--- config.mk ---
export PLATFORM = sky130hd
export DESIGN_NAME = hw_ret_stack
export DESIGN_NICKNAME = d
export VERILOG_FILES = /design/src/rtl/rstk_pkg.sv /design/src/rtl/rstk_ptr.sv /design/src/rtl/rstk_store.sv /design/src/rtl/hw_ret_stack.sv
export SDC_FILE = /design/constraint.sdc
export NUM_CORES = 1
export LEC_CHECK = 0
export BUFFER_PORTS_ARGS = -buffer_cell sky130_fd_sc_hd__clkbuf_2
export CAP_MARGIN = 20
export CORE_MARGIN = 1
export CORE_UTILIZATION = 50
export DETAILED_ROUTE_END_ITERATION = 7
export PLACE_DENSITY = 0.7
export SLEW_MARGIN = 10
export SYNTH_ARGS = -nofsm -noshare
export SYNTH_HDL_FRONTEND = slang
export SYNTH_SLANG_ARGS = --single-unit
--- constraint.sdc ---
create_clock -name clk -period 2.35 [get_ports clk]
set_clock_uncertainty 0.1 [all_clocks]
set_input_delay 0.1175 -clock clk [delete_from_list [all_inputs] [get_ports clk]]
set_output_delay 0.1175 -clock clk [all_outputs]
set_load 0.05 [all_outputs]
--- src/rtl/rstk_pkg.sv ---
package rstk_pkg;

  localparam int unsigned DEF_DEPTH = 8;
  localparam int unsigned DEF_AW    = 13;

  // Slot index following p on a ring of the given size.
  function automatic int unsigned ring_next(int unsigned p, int unsigned depth);
    return (p + 1) % depth;
  endfunction

  // Slot index preceding p on a ring of the given size.
  function automatic int unsigned ring_prev(int unsigned p, int unsigned depth);
    return (p + depth - 1) % depth;
  endfunction

endpackage

--- src/rtl/rstk_ptr.sv ---
module rstk_ptr #(
  parameter int unsigned DEPTH = rstk_pkg::DEF_DEPTH,
  localparam int unsigned PW   = $clog2(DEPTH)
) (
  input  logic          clk,
  input  logic          rst_n,
  input  logic          push_evt,
  input  logic          pop_evt,
  output logic [PW-1:0] ptr_q,
  output logic [PW-1:0] wr_slot,
  output logic [PW-1:0] rd_slot
);

  logic [PW-1:0] ptr_inc;
  logic [PW-1:0] ptr_dec;

  assign ptr_inc = PW'(rstk_pkg::ring_next(32'(ptr_q), DEPTH));
  assign ptr_dec = PW'(rstk_pkg::ring_prev(32'(ptr_q), DEPTH));

  // The push writes at the pointer; the top of stack sits one slot below it.
  assign wr_slot = ptr_q;
  assign rd_slot = ptr_dec;

  always_ff @(posedge clk) begin
    if (!rst_n) begin
      ptr_q <= '0;
    end else if (push_evt) begin
      ptr_q <= ptr_inc;
    end else if (pop_evt) begin
      ptr_q <= ptr_dec;
    end
  end

endmodule

--- src/rtl/rstk_store.sv ---
module rstk_store #(
  parameter int unsigned DEPTH = rstk_pkg::DEF_DEPTH,
  parameter int unsigned AW    = rstk_pkg::DEF_AW,
  localparam int unsigned PW   = $clog2(DEPTH)
) (
  input  logic          clk,
  input  logic          wr_en,
  input  logic [PW-1:0] wr_slot,
  input  logic [AW-1:0] wr_data,
  input  logic [PW-1:0] rd_slot,
  output logic [AW-1:0] rd_data
);

  logic [AW-1:0] slot_q [DEPTH];

  // One register row per slot. There is no reset: contents survive it.
  for (genvar g = 0; g < DEPTH; g++) begin : g_slot
    logic hit;
    assign hit = wr_en && (wr_slot == PW'(g));
    always_ff @(posedge clk) begin
      if (hit) begin
        slot_q[g] <= wr_data;
      end
    end
  end

  assign rd_data = slot_q[rd_slot];

endmodule

--- src/rtl/hw_ret_stack.sv ---
module hw_ret_stack #(
  parameter int unsigned DEPTH = rstk_pkg::DEF_DEPTH,
  parameter int unsigned AW    = rstk_pkg::DEF_AW
) (
  input  logic          clk,
  input  logic          rst_n,
  input  logic          push_i,
  input  logic [AW-1:0] push_addr_i,
  input  logic          pop_i,
  output logic [AW-1:0] tos_o
);

  localparam int unsigned PW = $clog2(DEPTH);

  // Named events, visible to the bound checker.
  logic          push_evt;
  logic          pop_evt;
  logic [PW-1:0] ptr_q;
  logic [PW-1:0] wr_slot;
  logic [PW-1:0] rd_slot;

  // A push outranks a pop in the same cycle.
  assign push_evt = push_i;
  assign pop_evt  = pop_i && !push_i;

  rstk_ptr #(.DEPTH(DEPTH)) u_ptr (
    .clk      (clk),
    .rst_n    (rst_n),
    .push_evt (push_evt),
    .pop_evt  (pop_evt),
    .ptr_q    (ptr_q),
    .wr_slot  (wr_slot),
    .rd_slot  (rd_slot)
  );

  rstk_store #(.DEPTH(DEPTH), .AW(AW)) u_store (
    .clk     (clk),
    .wr_en   (push_evt),
    .wr_slot (wr_slot),
    .wr_data (push_addr_i),
    .rd_slot (rd_slot),
    .rd_data (tos_o)
  );

endmodule

==> flow_metrics.env <==
export IMPL_tns_ns=0
export IMPL_setup_viol=0
export IMPL_htreeDepth=3
export IMPL_final_area_um2=5425
export IMPL_r2r_end="u_store.slot_q[2][2]"
export IMPL_cts_sinks=107
export IMPL_vias_per_cell=5.752
export IMPL_hold_path_class="in2reg"
export IMPL_rsz0062_at_grt="yes"
export IMPL_cts_path_max_buffers=2
export IMPL_antennaDiodeCount=0
export IMPL_async_flop_share_pct=0
export IMPL_finalPower_mw=4.946
export IMPL_crit_type="reg2out"
export IMPL_path_max_fanout=13
export IMPL_ys_seq_area_share_pct=72.11
export IMPL_via_count=2525
export IMPL_synth_edf_count=104
export IMPL_drt_initial_drc_count=120
export IMPL_avgRoutedWirePerCell_um=20.34
export IMPL_r2r_setup_slack_ns=0.35
export IMPL_final_nets=353
export IMPL_io_pins=30
export IMPL_hpwl_um=4758
export IMPL_slew_violations=0
export IMPL_antenna_found_initial=0
export IMPL_final_cells=439
export IMPL_initial_core_util_pct=52.66
export IMPL_insertion_delay_ns=0.35
export IMPL_postRouteAntennaNets=0
export IMPL_cts_tree="yes"
export IMPL_cellPowerDensity_nw_per_um2=911.7
export IMPL_max_stage_delay_ns=0.37
export IMPL_hold_viol=0
export IMPL_holdPathEnd="u_ptr.ptr_q[2]"
export IMPL_port_buffers=29
export IMPL_drt_pre_antenna_iters=5
export IMPL_fin_crit_sh_pct=99.45
export IMPL_worst_hold_slack_ns=0.04901
export IMPL_routed_wl_um=8931
export IMPL_worst_pin_slew_ns=0.8758
export IMPL_reg2reg_from="u_ptr.ptr_q[0]"
export IMPL_slowest_stage="ha_4"
export IMPL_dp_cells=402
export IMPL_r2r_cells=4
export IMPL_synth_distinct_cells=23
export IMPL_yosys_most_used_dff="edfxtp_1"
export IMPL_grt_pass1_vias=2408
export IMPL_maxCapViolations=0
export IMPL_fin_crit_ns=2.337
export IMPL_cp_arrival_ns=2.12
export IMPL_core_area_um2=8382
export IMPL_syn_inst=272
export IMPL_ys_warn_count=0
export IMPL_postSynthAreaPerCell_um2=16.23
export IMPL_synth_seq_cells=107
export IMPL_syn_num_nets=296
export IMPL_fmax_ghz=0.4279
export IMPL_grt_usage_pct=20.61
export IMPL_die_area_um2=9208
export IMPL_slew_headroom_pct=41.61
export IMPL_placed_area_um2=4800
export IMPL_synth_area_um2=4414
export IMPL_drive_above_1_share_pct=26.05
export IMPL_drc=0
export IMPL_outcome="finished clean"
export IMPL_grt_pass1_wl_um=13110
export IMPL_ir_drop_mv=0.6345
export IMPL_fp_dieH_um=95.96
export IMPL_syn2layout_area_growth_pct=22.90
export IMPL_cp_start_kind="flop"
export IMPL_row_count=33
export IMPL_cp_end_kind="primary output"
export IMPL_die_w_um=95.96
export IMPL_grt_max_degree=30
export IMPL_path_clk_slew_ns=0.09
export IMPL_cts_buffers=9
export IMPL_crit_required_ns=2.13
export IMPL_routabilityCongestion=0.7100
export IMPL_hold_path_startpoint="push_i"
export IMPL_grt_ovfl_total=0
export IMPL_clock_root_buffer="clkbuf_8"
export IMPL_whs_path_depth=2
export IMPL_p_leak_nw=1.946
export IMPL_path_cells="inv_4, ha_4, buf_12, buf_16, mux2i_1, nand3_1, and4_4, buf_6"
[synth_stat cells, types with 2 or more instances]
library cell | n | area, um^2
ha_1 | 7 | 87.58
and2_1 | 6 | 37.54
edfxtp_1 | 104 | 3123
dfxtp_1 | 3 | 60.06
xnor2_1 | 2 | 17.52
inv_1 | 2 | 7.510
and4_1 | 13 | 113.9
clkbuf_1 | 4 | 15.01
buf_2 | 11 | 55.05
mux2i_1 | 52 | 520.5
nand2_1 | 2 | 7.510
nand3_1 | 52 | 260.3
and3_1 | 3 | 18.77
nor2b_1 | 2 | 12.51
[metal layers]
layer / routed length [um] / track usage, % / vias up
met5: 0 / 0 / -
met4: 80 / 7.214 / 0
met3: 345 / 3.949 / 8
met2: 4713 / 35.60 / 72
met1: 3792 / 26.06 / 1276
li1: - / - / 1169
[report_power, final]
| part | switching [mW] | internal (mW) | leakage [nW] |
|---|---|---|---|
| clock | 0.579 | 0.710 | 0.117 |
| sequential | 0.0243 | 2.17 | 0.970 |
| combinational | 0.821 | 0.645 | 0.859 |
| total | 1.42 | 3.52 | 1.95 |
[cell families after synthesis]
| kind of cell | after synthesis | share of synthesized area, % |
|---|---|---|
| multiplexers | 52 | 11.79 |
| adder cells (fa/ha/maj) | 7 | 1.984 |
| AND/OR/NAND/NOR | 80 | 10.46 |
| buffers and inverters | 20 | 2.097 |
| XOR/XNOR | 4 | 1.134 |
| AO/OA/AOI/OAI | 2 | 0.4252 |
| flip-flops | 107 | 72.11 |
[cell usage in the layout, fill, tap and decap left out, types with 5 or more instances in the layout]
cell           netlist  routed
ha_1                 7       5
edfxtp_1           104     104
nand3_1             52      52
and2_1               6       6
buf_6                0      10
clkbuf_8             0       9
mux2i_1             52      50
clkbuf_2             0      16
buf_4                1      11
buf_12               0       7
dlygate4sd3_1        0      14
and4_4               0      10
[state kept, by name, summed over array words and instances, names as in the netlist]
name	count
u_store.slot_q	104
u_ptr.ptr_q	3
[what timing repair did]
item                                    in CTS  in global routing
buffers inserted                             0                  3
gates resized for setup                     13                 34
endpoints found under the setup margin      13                 13
endpoints found under the hold margin      107                  0
cloned                                       2                  2
hold buffers                                14                  0
pin swaps                                    1                  2
[final cells by class]
type	instances	area, um^2
Sequential cell	107	3186
Clock buffer	10	127.6
Timing Repair Buffer	63	665.6
Tap cell	105	131.4
Inverter	3	13.76
Multi-Input combinational cell	145	1190
Clock inverter	6	111.4
Fill cell	603	2957
[critical path: cells and delay by family, from the launching register on]
family	cells	cell delay, ns
adder cells (fa/ha/maj)	1	0.37
flip-flops	1	0.36
multiplexers	1	0.23
AND/OR/NAND/NOR	2	0.30
buffers and inverters	4	0.50
[metrics by stage]
| step | util (%) | setup WS [ns] |
|---|---|---|
| after floorplan | - | 0.0007609 |
| after global placement | 57.26 | 0.2700 |
| after detailed placement | 57.26 | 0.2158 |
| after CTS | 63.02 | -0.05142 |
| after global routing | 64.73 | -0.07885 |
| final | 64.73 | 0.01284 |
[worst max path at each step]
stage | cells after the start | to | start | slack (ns)
final | 8 | tos_o[4] | u_ptr.ptr_q[0] | 0.01
after global routing | 8 | tos_o[4] | u_ptr.ptr_q[0] | -0.08
after global placement | 7 | tos_o[0] | u_ptr.ptr_q[1] | 0.27
after CTS | 7 | tos_o[4] | u_ptr.ptr_q[0] | -0.05
after floorplan | 9 | tos_o[0] | u_ptr.ptr_q[0] | 0.0008
after detailed placement | 7 | tos_o[2] | u_ptr.ptr_q[1] | 0.22
Power figures use the tool's default switching activity.
